<file path="src/rtl/dma_evt_pkg.sv">
package dma_evt_pkg;
  localparam int unsigned WORD_W = 32;
  localparam int unsigned KIND_W = 3;

  typedef enum logic [KIND_W-1:0] {
    K_PEND  = 3'd0,
    K_PCLR  = 3'd1,
    K_EN    = 3'd2,
    K_ENSET = 3'd3,
    K_ENCLR = 3'd4,
    K_MISS  = 3'd5,
    K_MCLR  = 3'd6,
    K_NONE  = 3'd7
  } reg_kind_e;
endpackage

</file>
<file path="src/rtl/dma_evt_regif.sv">
module dma_evt_regif
  import dma_evt_pkg::*;
#(
  parameter int unsigned NUM_CH = 64,
  parameter int unsigned ADDR_W = 4
) (
  input  logic              reg_we,
  input  logic [ADDR_W-1:0] reg_addr,
  input  logic [WORD_W-1:0] reg_wdata,
  output logic [WORD_W-1:0] reg_rdata,
  input  logic [NUM_CH-1:0] pend_i,
  input  logic [NUM_CH-1:0] en_i,
  input  logic [NUM_CH-1:0] miss_i,
  output logic [NUM_CH-1:0] pclr_o,
  output logic [NUM_CH-1:0] enset_o,
  output logic [NUM_CH-1:0] enclr_o,
  output logic [NUM_CH-1:0] mclr_o
);
  localparam int unsigned NUM_WORDS = NUM_CH / WORD_W;
  localparam int unsigned WSEL_W    = ADDR_W - KIND_W;

  reg_kind_e         kind;
  logic [WSEL_W-1:0] wsel;

  assign kind = reg_kind_e'(reg_addr[ADDR_W-1 -: KIND_W]);
  assign wsel = reg_addr[WSEL_W-1:0];

  // Write strobes fan out one word slice at a time.
  for (genvar w = 0; w < NUM_WORDS; w++) begin : g_word
    logic hit;
    assign hit = reg_we && (wsel == WSEL_W'(w));
    assign pclr_o [w*WORD_W +: WORD_W] = (hit && kind == K_PCLR ) ? reg_wdata : '0;
    assign enset_o[w*WORD_W +: WORD_W] = (hit && kind == K_ENSET) ? reg_wdata : '0;
    assign enclr_o[w*WORD_W +: WORD_W] = (hit && kind == K_ENCLR) ? reg_wdata : '0;
    assign mclr_o [w*WORD_W +: WORD_W] = (hit && kind == K_MCLR ) ? reg_wdata : '0;
  end

  always_comb begin
    unique case (kind)
      K_PEND:  reg_rdata = pend_i[wsel*WORD_W +: WORD_W];
      K_EN:    reg_rdata = en_i  [wsel*WORD_W +: WORD_W];
      K_MISS:  reg_rdata = miss_i[wsel*WORD_W +: WORD_W];
      default: reg_rdata = '0;
    endcase
  end
endmodule

</file>
<file path="src/rtl/dma_evt_state.sv">
module dma_evt_state #(
  parameter int unsigned NUM_CH = 64
) (
  input  logic              clk,
  input  logic              rst_n,
  input  logic [NUM_CH-1:0] evt_i,
  input  logic [NUM_CH-1:0] pclr_i,
  input  logic [NUM_CH-1:0] svc_clr_i,
  input  logic [NUM_CH-1:0] enset_i,
  input  logic [NUM_CH-1:0] enclr_i,
  input  logic [NUM_CH-1:0] mclr_i,
  output logic [NUM_CH-1:0] pend_o,
  output logic [NUM_CH-1:0] en_o,
  output logic [NUM_CH-1:0] miss_o
);
  logic [NUM_CH-1:0] pend_q, pend_n;
  logic [NUM_CH-1:0] en_q,   en_n;
  logic [NUM_CH-1:0] miss_q, miss_n;
  logic [NUM_CH-1:0] lost;
  logic              pend_ce, en_ce, miss_ce;

  // Set terms are OR-ed last so that an event outranks any clear.
  always_comb begin
    lost    = evt_i & pend_q & en_q;
    pend_n  = (pend_q & ~(pclr_i | svc_clr_i)) | evt_i;
    en_n    = (en_q & ~enclr_i) | enset_i;
    miss_n  = (miss_q & ~mclr_i) | lost;
    pend_ce = |(evt_i | pclr_i | svc_clr_i);
    en_ce   = |(enset_i | enclr_i);
    miss_ce = |(lost | mclr_i);
  end

  always_ff @(posedge clk or negedge rst_n) begin
    if (!rst_n) begin
      pend_q <= '0;
      en_q   <= '0;
      miss_q <= '0;
    end else begin
      if (pend_ce) pend_q <= pend_n;
      if (en_ce)   en_q   <= en_n;
      if (miss_ce) miss_q <= miss_n;
    end
  end

  assign pend_o = pend_q;
  assign en_o   = en_q;
  assign miss_o = miss_q;

  // every pulsed channel is pending one edge later.
  p_evt_sets_pend_r2: assert property (@(posedge clk) disable iff (!rst_n)
    (evt_i != '0) |=> ((pend_q & $past(evt_i)) == $past(evt_i)));

  // a clear without a coincident event drops the flag.
  p_clear_drops_r5: assert property (@(posedge clk) disable iff (!rst_n)
    (((pclr_i | svc_clr_i) & ~evt_i) != '0)
      |=> ((pend_q & $past((pclr_i | svc_clr_i) & ~evt_i)) == '0));

  // collision with a pending enabled channel records a miss.
  p_collision_miss_r6: assert property (@(posedge clk) disable iff (!rst_n)
    ((evt_i & pend_q & en_q) != '0)
      |=> ((miss_q & $past(evt_i & pend_q & en_q)) == $past(evt_i & pend_q & en_q)));

  // a disabled channel never gains a miss flag.
  p_no_miss_disabled_r6: assert property (@(posedge clk) disable iff (!rst_n)
    ((evt_i & ~en_q & ~miss_q) != '0)
      |=> ((miss_q & $past(evt_i & ~en_q & ~miss_q)) == '0));
endmodule

</file>
<file path="src/rtl/dma_evt_arb.sv">
module dma_evt_arb #(
  parameter int unsigned NUM_CH = 64,
  parameter int unsigned CH_W   = 6
) (
  input  logic              clk,
  input  logic              rst_n,
  input  logic [NUM_CH-1:0] cand_i,
  input  logic              req_ready,
  output logic              req_valid,
  output logic [CH_W-1:0]   req_ch,
  output logic [NUM_CH-1:0] svc_clr_o
);
  localparam logic [NUM_CH-1:0] ONE = {{(NUM_CH-1){1'b0}}, 1'b1};

  logic              valid_q, valid_n;
  logic [CH_W-1:0]   ch_q, ch_n, pick;
  logic [NUM_CH-1:0] cand_m;
  logic              accept, load, found;

  assign accept    = valid_q && req_ready;
  assign load      = !valid_q || req_ready;
  assign svc_clr_o = accept ? (ONE << ch_q) : '0;
  // The channel being served this edge is not eligible for the reload.
  assign cand_m    = cand_i & ~svc_clr_o;
  assign found     = |cand_m;

  always_comb begin
    pick = '0;
    for (int i = NUM_CH - 1; i >= 0; i--) begin
      if (cand_m[i]) pick = CH_W'(i);
    end
  end

  always_comb begin
    valid_n = valid_q;
    ch_n    = ch_q;
    if (load) begin
      valid_n = found;
      ch_n    = found ? pick : ch_q;
    end
  end

  always_ff @(posedge clk or negedge rst_n) begin
    if (!rst_n) begin
      valid_q <= 1'b0;
      ch_q    <= '0;
    end else if (load) begin
      valid_q <= valid_n;
      ch_q    <= ch_n;
    end
  end

  assign req_valid = valid_q;
  assign req_ch    = ch_q;

  // an offer is held until accepted.
  p_hold_until_ready_r4: assert property (@(posedge clk) disable iff (!rst_n)
    (valid_q && !req_ready) |=> (valid_q && $stable(ch_q)));

  // a newly loaded channel was pending and enabled.
  p_offer_eligible_r3: assert property (@(posedge clk) disable iff (!rst_n)
    (load && found) |=> (valid_q && ((($past(cand_m) >> ch_q) & ONE) == ONE)));

  // nothing below the loaded channel was eligible.
  p_lowest_first_r4: assert property (@(posedge clk) disable iff (!rst_n)
    (load && found) |=> (($past(cand_m) & ((ONE << ch_q) - ONE)) == '0));

  // with nothing eligible, the offer is withdrawn after acceptance.
  p_idle_after_drain_r5: assert property (@(posedge clk) disable iff (!rst_n)
    (load && !found) |=> !valid_q);
endmodule

</file>
<file path="src/rtl/dma_evt_latch_bank.sv">
module dma_evt_latch_bank
  import dma_evt_pkg::*;
#(
  parameter int unsigned NUM_CH    = 64,
  parameter int unsigned NUM_WORDS = NUM_CH / WORD_W,
  parameter int unsigned ADDR_W    = KIND_W + $clog2(NUM_WORDS),
  parameter int unsigned CH_W      = $clog2(NUM_CH)
) (
  input  logic              clk,
  input  logic              rst_n,
  input  logic [NUM_CH-1:0] evt_i,
  input  logic              reg_we,
  input  logic [ADDR_W-1:0] reg_addr,
  input  logic [WORD_W-1:0] reg_wdata,
  output logic [WORD_W-1:0] reg_rdata,
  output logic              req_valid,
  output logic [CH_W-1:0]   req_ch,
  input  logic              req_ready
);
  logic [NUM_CH-1:0] pend, en, miss;
  logic [NUM_CH-1:0] pclr, enset, enclr, mclr, svc_clr;

  dma_evt_regif #(.NUM_CH(NUM_CH), .ADDR_W(ADDR_W)) u_regif (
    .reg_we   (reg_we),
    .reg_addr (reg_addr),
    .reg_wdata(reg_wdata),
    .reg_rdata(reg_rdata),
    .pend_i   (pend),
    .en_i     (en),
    .miss_i   (miss),
    .pclr_o   (pclr),
    .enset_o  (enset),
    .enclr_o  (enclr),
    .mclr_o   (mclr)
  );

  dma_evt_state #(.NUM_CH(NUM_CH)) u_state (
    .clk      (clk),
    .rst_n    (rst_n),
    .evt_i    (evt_i),
    .pclr_i   (pclr),
    .svc_clr_i(svc_clr),
    .enset_i  (enset),
    .enclr_i  (enclr),
    .mclr_i   (mclr),
    .pend_o   (pend),
    .en_o     (en),
    .miss_o   (miss)
  );

  dma_evt_arb #(.NUM_CH(NUM_CH), .CH_W(CH_W)) u_arb (
    .clk      (clk),
    .rst_n    (rst_n),
    .cand_i   (pend & en),
    .req_ready(req_ready),
    .req_valid(req_valid),
    .req_ch   (req_ch),
    .svc_clr_o(svc_clr)
  );
endmodule

</file>
<file path="config.mk">
export PLATFORM = sky130hd
export DESIGN_NAME = dma_evt_latch_bank
export DESIGN_NICKNAME = d
export VERILOG_FILES = /design/src/rtl/dma_evt_pkg.sv /design/src/rtl/dma_evt_regif.sv /design/src/rtl/dma_evt_state.sv /design/src/rtl/dma_evt_arb.sv /design/src/rtl/dma_evt_latch_bank.sv
export SDC_FILE = /design/constraint.sdc
export NUM_CORES = 1
export LEC_CHECK = 0
export ABC_AREA = 1
export BUFFER_PORTS_ARGS = -buffer_cell sky130_fd_sc_hd__clkbuf_2
export CAP_MARGIN = 20
export CORE_ASPECT_RATIO = 1.75
export CORE_MARGIN = 5
export CORE_UTILIZATION = 59
export DETAILED_ROUTE_END_ITERATION = 10
export PLACE_DENSITY = 0.89
export SKIP_CTS_REPAIR_TIMING = 1
export SLEW_MARGIN = 20
export SYNTH_ARGS = -nofsm -noshare
export SYNTH_HDL_FRONTEND = slang
export SYNTH_SLANG_ARGS = --single-unit
export TNS_END_PERCENT = 50
</file>
<file path="constraint.sdc">
create_clock -name clk -period 4.9 [get_ports clk]
set_input_delay 1.225 -clock clk [delete_from_list [all_inputs] [get_ports clk]]
set_output_delay 1.225 -clock clk [all_outputs]
set_load 0.01 [all_outputs]
</file>
-- Yosys cells after proc, flatten, opt, wreduce, memory -nomap -nowiden
Cells that the tools add are included.
- register bits: 199
- input bits: 104
- output and inout port bits: 39
- word-level logic and storage cells: 128
- eq/ne operators: 6
- shift operators: 4
- multiplexer cells: 74
- bitwise logic cells: 20
- reduce and logical (&&, ||, !) cells: 19
- operators with widths (cell ; number):
    OR 64 bit ; 8
    bitwise AND 64 bit ; 7
    2-to-1 mux 6 bit ; 64
    2-to-1 mux 32 bit ; 8
    NOT 64 bit ; 4
    OR reduction 64 bit ; 4
    indexed part select 64 x 7 -> 32 bit ; 3
    one-hot mux 32 bit (3 select lines) ; 1
    2-to-1 mux 64 bit ; 1
    left shift 1 x 6 -> 64 bit (first input constant) ; 1
    logical AND 1 bit ; 11
    == test 3 bit (second input constant) ; 3
    == test 3 x 2 -> 1 bit (second input constant) ; 2
    == test 3 x 1 -> 1 bit (second input constant) ; 1
    zero test 3 bit ; 1
    AND reduction 2 bit ; 1
    zero test 1 bit ; 1
    logical OR 1 bit ; 1
    NOT 1 bit ; 1

-- Logic depth before layout (Yosys ltp)
Gate-level depths: netlist (run 1).
- depth in word-level cells: 68
- mapped depth: 70
- mapped depth without buffers: 69

-- Modules after synthesis
A second synthesis (run 1) with hierarchy kept.
- cells, all modules: 2192
- area total of the unflattened synthesis: 13445.4 um^2
- modules (own cells, without submodules) (module ; times used ; cells an instance ; area each (um^2) ; seq. area each (um^2)):
    dma_evt_state ; 1 ; 832 ; 7767.4 ; 4804.6
    dma_evt_regif ; 1 ; 835 ; 3276.9 ; 0.0
    dma_evt_arb ; 1 ; 397 ; 1920.6 ; 175.2
    dma_evt_latch_bank ; 1 ; 128 ; 480.5 ; 0.0

-- Worst setup path after synthesis (run 1)
OpenSTA, ideal clock, no wires.
- path type: input to register
- start point: input port req_ready
- end point: register u_arb.ch_q[0], in the netlist u_arb.req_ch[0]
- setup time: 0.117 ns
- data arrival time: 4.408 ns
- required time: 4.783 ns
- slack: 0.375 ns
- cell stages on the path: 66
- buffers on the path: 1
- path through: nand2_1 -> nor2_4 -> buf_2 -> nand2_1 -> nand3_1 -> nand2_1 -> nand2_1 -> nand2_1 -> nand2_1 -> nand2_1 -> nand2_1 -> nand2_1 -> nand2_1 -> nand2_1 -> nand2_1 -> nand2_1 -> nand2_1 -> nand2_1 -> (+30 left out) -> nand2_1 -> nand2_1 -> nand2_1 -> nand2_1 -> nand2_1 -> nand2_1 -> nand2_1 -> nand2_1 -> nand2_1 -> nand2_1 -> nand2_1 -> nand2_1 -> nand2_1 -> nand2_1 -> nand2_1 -> nand2_1 -> nand2_1 -> nand2_1
- longest elaborated chain between the ends: 68
- elaborated cells on any way between the ends: 71
- those cells by class: mux (65); bitwise (2); reduce/logical (4)
- RTL lines (item ; line ; source):
    from (decl) ; dma_evt_latch_bank.sv:18 ; input logic req_ready
    logical AND 1 bit ; dma_evt_arb.sv:20 ; assign accept = valid_q && req_ready;
    2-to-1 mux 64 bit ; dma_evt_arb.sv:22 ; assign svc_clr_o = accept ? (ONE << ch_q) : '0;
    NOT 64 bit ; dma_evt_arb.sv:24 ; assign cand_m = cand_i & ~svc_clr_o;
    bitwise AND 64 bit ; dma_evt_arb.sv:24 ;
    2-to-1 mux 6 bit (64 in series) ; dma_evt_arb.sv:30 ; if (cand_m[i]) pick = CH_W'(i);
    to (signal assigned) ; dma_evt_arb.sv:49 ; ch_q <= ch_n;
    to (decl) ; dma_evt_arb.sv:16 ; logic [CH_W-1:0] ch_q, ch_n, pick;
Parallel ways exist; a longest one is shown, timed or not.
A chain may end at the register's enable or synchronous reset.

-- Worst setup path in the final report (run 1)
Ends and elaborated chain as after synthesis.

==> flow_metrics.env, run 1 <==
export IMPL_finalSetupViolCount=1
export IMPL_synth_edf_count=0
export IMPL_synth_top_cells_by_area="dfrtp_1, nand2_1, o21ai_0"
export IMPL_rsz0062_at_grt="true"
export IMPL_grt_pass1_vias=11917
export IMPL_synth_warning_count=0
export IMPL_powerDensity_nw_per_um2=360.0
export IMPL_port_buffers=142
export IMPL_die_y_um=191.7
export IMPL_maxCapViolations=0
export IMPL_cts_root_buf="clkbuf_16"
export IMPL_clock_skew_ps=11.69
export IMPL_overflow=0
export IMPL_grtUsageTotal_pct=37.42
export IMPL_irDropWorstVdd_uv=254.5
export IMPL_syn_instance_count=1467
export IMPL_synth_seq_cells=199
export IMPL_yosysSeqAreaShare_pct=44.76
export IMPL_hold_viol_final=0
export IMPL_fmax_mhz=200.5
export IMPL_remaining_drc_errors=0
export IMPL_leakage_nw=5.528
export IMPL_die_w_um=113.8
export IMPL_postRouteAntennaNets=0
export IMPL_ys_top_cells_by_count="nand2_1, o21ai_0, dfrtp_1"
export IMPL_firstDrtPassIters=8
export IMPL_met3_usage_pct=6.873
export IMPL_core_um2=18580
export IMPL_drive_above_1_share_pct=19.53
export IMPL_crit_path_max_incr_delay_ps=180
export IMPL_synth_top_area_share_pct=44.76
export IMPL_worstPathRequired_ps=5300
export IMPL_crit_fanout=5
export IMPL_via_per_inst=6.565
export IMPL_synthArstFlopShare_pct=100.0
export IMPL_crit_type="primary input to flop"
export IMPL_slowest_stage="nor2_4"
export IMPL_cts_buffer_depth=2
export IMPL_antenna_found_initial=0
export IMPL_cts_clk_slew_worst_paths_ps=80
export IMPL_die_area_um2=21810
export IMPL_drv_slew=0
export IMPL_cts_tree="done"
export IMPL_postLayoutCoreUtil_pct=69.78
export IMPL_worst_pin_slew_ps=956.4
export IMPL_grt_use_met1_pct=43.70
export IMPL_via_count=12284
export IMPL_power_total_w=0.004667
export IMPL_gp_congestion=1.101
export IMPL_syn_area_um2=11130
export IMPL_synth_most_common_cell="nand2_1"
export IMPL_hold_path_class="flop to flop"
export IMPL_syn_num_nets=1571
export IMPL_synth_ff_type="dfrtp_1"
export IMPL_wire_per_inst_um=21.77
export IMPL_cts_sinks=199
export IMPL_drtIter0Drc=1506
export IMPL_setup_slack_ps=-88.02
export IMPL_numCtsBuffers=17
export IMPL_crit_path_start_kind="primary input"
export IMPL_synth_top_cell_by_area="dfrtp_1"
export IMPL_routed_wirelength_mm=40.73
export IMPL_final_nets=1725
export IMPL_layout_min_cycle_time_ps=4988
export IMPL_violations="negative setup slack"
export IMPL_min_period_over_period_pct=101.8
export IMPL_busiest_layer="met2"
export IMPL_cp_common_cell="nand2_1"
export IMPL_fp_row_count=66
export IMPL_worst_ep_arrival_time_ps=5390
export IMPL_io_pins=143
export IMPL_use_met2_pct=61.71
export IMPL_synth_area_per_cell_um2=7.584
export IMPL_end_kind="flop"
export IMPL_ys_types=35
export IMPL_dpl_hpwl_mm=28.47
export IMPL_syn_to_final_growth_pct=16.53
export IMPL_htreeDepth=4
export IMPL_grt_pass1_wl_mm=62.85
export IMPL_clkLatencyLatePin_ps=460
export IMPL_initial_core_util_pct=59.88
export IMPL_slew_headroom_pct=36.17
export IMPL_status="finished, violations left"
export IMPL_grt_max_degree=103
export IMPL_n_antenna_cell=0
cell usage in the layout, fill, tap and decap left out, types with 10 or more instances in the layout:
cell type  Yosys  final
nand2_1      376    373
o21ai_0      263    263
dfrtp_1      199    199
nand3_1      163    163
clkbuf_2       0    140
nor2_1        79     78
inv_1         78     76
buf_4          1     65
a22oi_1       51     51
a31o_2        44     44
a21oi_1       33     33
o21bai_1      18     18
clkbuf_16      0     17
a211oi_1      13     13
nor3_1        12     10
flip-flops by register name, summed over array words and instances (netlist names):
| signal | cells |
|---|---|
| u_arb.req_ch | 6 |
| u_arb.req_valid | 1 |
| u_state.miss_o | 64 |
| u_state.pend_o | 64 |
| u_state.en_o | 64 |
per-layer routing:
metal	part of all wire, %	vias up
met1	33	5690
met2	48	944
met3	10	247
met4	8.5	0
met5	0	-
li1	-	5403
stage by stage:
step / instances / setup TNS (ps) / area, µm² / setup WS [ps] / hold WS, ps
floorplan: 1467 / 0 / 11130 / 375.3 / 462.0
global placement: 1836 / -483.7 / 12350 / -483.7 / 477.8
detailed placement: 1836 / -529.6 / 12350 / -529.6 / 482.6
CTS: 1867 / -119.2 / 12910 / -119.2 / 498.2
global route: 1871 / -597.5 / 12960 / -597.5 / 520.2
finish: 1871 / -88.02 / 12960 / -88.02 / 496.0
critical path: cells and delay by family:
| kind | cells | cell delay [ps] |
|---|---|---|
| and+or+nand+nor | 68 | 3960 |
| buffers and inverters | 2 | 240 |
layout make-up:
type	count	area, µm²
fill	1538	5615
inverter	86	327.8
clock buffer	18	439.2
clock inverter	13	121.4
tap	238	297.8
multi-input combinational	1107	5530
sequential	199	4980
timing repair buffer	210	1269
where the power goes:
group	total (W)	switching [W]	internal, W
clock network	0.00139	0.000675	0.000719
logic	0.00122	0.000790	0.000427
registers	0.00206	0.000213	0.00184
logic make-up after synthesis:
| group | share of synthesized area (%) |
|---|---|
| AND/OR/NAND/NOR | 25.25 |
| AO/OA/AOI/OAI | 24.24 |
| flip-flops | 44.76 |
| buffers and inverters | 5.758 |
final timing paths:
kind	from	end	slack, ps	cells past startpoint
worst max register to register	u_arb.req_ch[1]	u_arb.req_ch[0]	40	65
worst min-delay path	u_state.miss_o[60]	u_state.miss_o[60]	500	2
min in group asynchronous	rst_n	u_state.miss_o[26]	850	1
worst max-delay path	req_ready	u_arb.req_ch[0]	-90	70
worst min register to register	u_state.miss_o[60]	u_state.miss_o[60]	500	2
max in group asynchronous	rst_n	u_state.miss_o[16]	2930	2
Power figures use the tool's default switching activity.
==> run 2, diff against run 1 <==
- CELL_PAD_IN_SITES_DETAIL_PLACEMENT: not set -> 1
- CELL_PAD_IN_SITES_GLOBAL_PLACEMENT: not set -> 2
- CORE_UTILIZATION: 59 -> 34
- CTS_BUF_LIST: not set -> sky130_fd_sc_hd__clkbuf_8 sky130_fd_sc_hd__clkbuf_16
==> flow_metrics.env, run 2 (synthesis results as in run 1) <==
export IMPL_status="finished, violations left"
export IMPL_violations="negative setup slack"
export IMPL_cts_clk_slew_worst_paths_ps=70
export IMPL_r2r_start="u_arb.req_ch[0]"
export IMPL_instances_no_fill=2030
export IMPL_powerDensity_nw_per_um2=370.9
export IMPL_busiest_layer="met2"
export IMPL_overflow=0
export IMPL_pwr_share_comb_pct=25.4
export IMPL_use_met2_pct=47.59
export IMPL_routed_wirelength_mm=47.22
export IMPL_holdCritStartpoint="u_state.miss_o[23]"
export IMPL_post_place_ws_ps=-669.2
export IMPL_clkPwrFrac_pct=32.5
export IMPL_cp_num_buf_inv=2
export IMPL_drive_above_1_share_pct=19.45
export IMPL_reg2reg_depth=67
export IMPL_wire_per_inst_um=23.26
export IMPL_slowest_stage="nor2_4"
export IMPL_crit_path_max_incr_delay_ps=220
export IMPL_cts_root_buf="clkbuf_16"
export IMPL_die_area_um2=36580
export IMPL_slew_headroom_pct=32.87
export IMPL_worstPathRequired_ps=5250
export IMPL_leakage_nw=5.579
export IMPL_worstHoldEndpoint="u_state.miss_o[23]"
export IMPL_mostFrequentLayoutCell="nand2_1"
export IMPL_grtUsageTotal_pct=25.83
export IMPL_via_count=11741
export IMPL_initial_core_util_pct=34.41
export IMPL_p_switching_w=0.001695
export IMPL_reg2reg_to="u_arb.req_ch[0]"
export IMPL_drtIter0Drc=516
export IMPL_placed_cell_area_um2=12580
export IMPL_dpl_hpwl_mm=33.88
export IMPL_cts_buffer_depth=2
export IMPL_final_nets=1723
export IMPL_die_w_um=146.7
export IMPL_numCtsBuffers=17
export IMPL_core_um2=32330
export IMPL_port_buffers=142
export IMPL_crit_path_start_kind="primary input"
export IMPL_whs_ps=501.0
export IMPL_rrSetupSlack_ps=-10
export IMPL_cp_common_cell="nand2_1"
export IMPL_grt_use_met1_pct=26.64
export IMPL_io_pins=143
export IMPL_remaining_drc_errors=0
export IMPL_hold_viol_final=0
export IMPL_firstDrtPassIters=5
export IMPL_grt_max_degree=104
export IMPL_seqPwrFrac_pct=42.1
export IMPL_gp_congestion=0.9271
export IMPL_die_y_um=249.3
export IMPL_final_area_um2=13280
export IMPL_cts_sinks=199
export IMPL_rsz0062_at_grt="true"
export IMPL_n_antenna_cell=0
export IMPL_layout_common_cells="nand2_1, o21ai_0, dfrtp_1"
export IMPL_layout_min_cycle_time_ps=5048
export IMPL_fp_row_count=87
export IMPL_end_kind="flop"
export IMPL_crit_family="simple AND/OR/NAND/NOR gates"
export IMPL_htreeDepth=4
export IMPL_cts_tree="done"
export IMPL_crit_fanout=6
export IMPL_dp_cells=1998
export IMPL_tns_ps=-148.1
export IMPL_setup_slack_ps=-148.1
export IMPL_drv_slew=0
export IMPL_antenna_found_initial=0
export IMPL_crit_type="primary input to flop"
export IMPL_maxCapViolations=0
export IMPL_hold_path_class="flop to flop"
export IMPL_fmax_mhz=198.1
export IMPL_postRouteAntennaNets=0
export IMPL_clkLatencyLatePin_ps=470
export IMPL_met3_usage_pct=4.478
export IMPL_power_internal_w=0.003229
export IMPL_worst_pin_slew_ps=1001
export IMPL_irDropWorstVdd_uv=269.1
export IMPL_syn_to_final_growth_pct=19.33
export IMPL_grt_pass1_wl_mm=72.97
export IMPL_min_period_over_period_pct=103.0
export IMPL_via_per_inst=5.784
export IMPL_hold_depth=2
export IMPL_clock_skew_ps=14.63
export IMPL_switching_share_pct=34.42
export IMPL_grt_pass1_vias=12753
export IMPL_finalSetupViolCount=1
export IMPL_worst_ep_arrival_time_ps=5400
run 2: cell count changes in the layout (fill, tap and decap cells not counted):
| cell | previous run | this run |
|---|---|---|
| clkinv_2 | 3 | 0 |
| clkinv_1 | 3 | 2 |
| nor2_1 | 78 | 76 |
| inv_2 | 5 | 6 |
| buf_12 | 2 | 4 |
| bufinv_16 | 1 | 5 |
| inv_1 | 76 | 78 |
| buf_4 | 65 | 61 |
| inv_6 | 6 | 0 |
| nor2_2 | 5 | 7 |
| clkbuf_8 | 2 | 5 |
| clkinvlp_4 | 2 | 1 |
run 2: worst max-delay path by stage:
stage / cells after the start / slack (ps) / start / end
6_report: 70 / -150 / req_ready / u_arb.req_ch[0]
5_1_grt: 70 / -790 / req_ready / u_arb.req_ch[0]
3_3_place_gp: 70 / -630 / req_ready / u_arb.req_ch[0]
2_1_floorplan: 66 / 380 / req_ready / u_arb.req_ch[0]
4_1_cts: 67 / -210 / req_ready / u_arb.req_ch[0]
3_5_place_dp: 67 / -670 / req_ready / u_arb.req_ch[0]
run 2: layout make-up:
cell class                      instances  area [µm²]
Clock buffer                           21       480.5
Fill cell                            3979       19050
Clock inverter                          9       173.9
Tap cell                              400       500.5
Sequential cell                       199        4980
Multi-Input combinational cell       1107        5535
Inverter                               86       327.8
Timing Repair Buffer                  208        1279
run 2: through the flow:
stage | util [%] | power [W]
after floorplan | - | 0.002787
after global placement | 38.92 | 0.003304
after detailed placement | 38.92 | 0.003352
after CTS | 40.95 | 0.004947
after global routing | 41.07 | 0.005183
final | 41.07 | 0.004924
run 2: routing by layer:
metal	vias to the layer above	routed length (µm)
met3	128	1698
met5	-	0
met2	315	25000
met4	0	3340
li1	5379	-
met1	5919	17180
run 2: tightest hold or removal path: stages (launching register included):
cell and delay (ps):
dfrtp_1 340, o21ai_0 80, nand2_1 60
run 2: power groups by stage:
stage / logic (W) / clock network (W) / registers [W]
after detailed placement: 0.00125 / 0 / 0.00210
final: 0.00125 / 0.00160 / 0.00207
after CTS: 0.00126 / 0.00162 / 0.00207
after floorplan: 0.000779 / 0 / 0.00201
after global routing: 0.00140 / 0.00168 / 0.00210
after global placement: 0.00122 / 0 / 0.00209
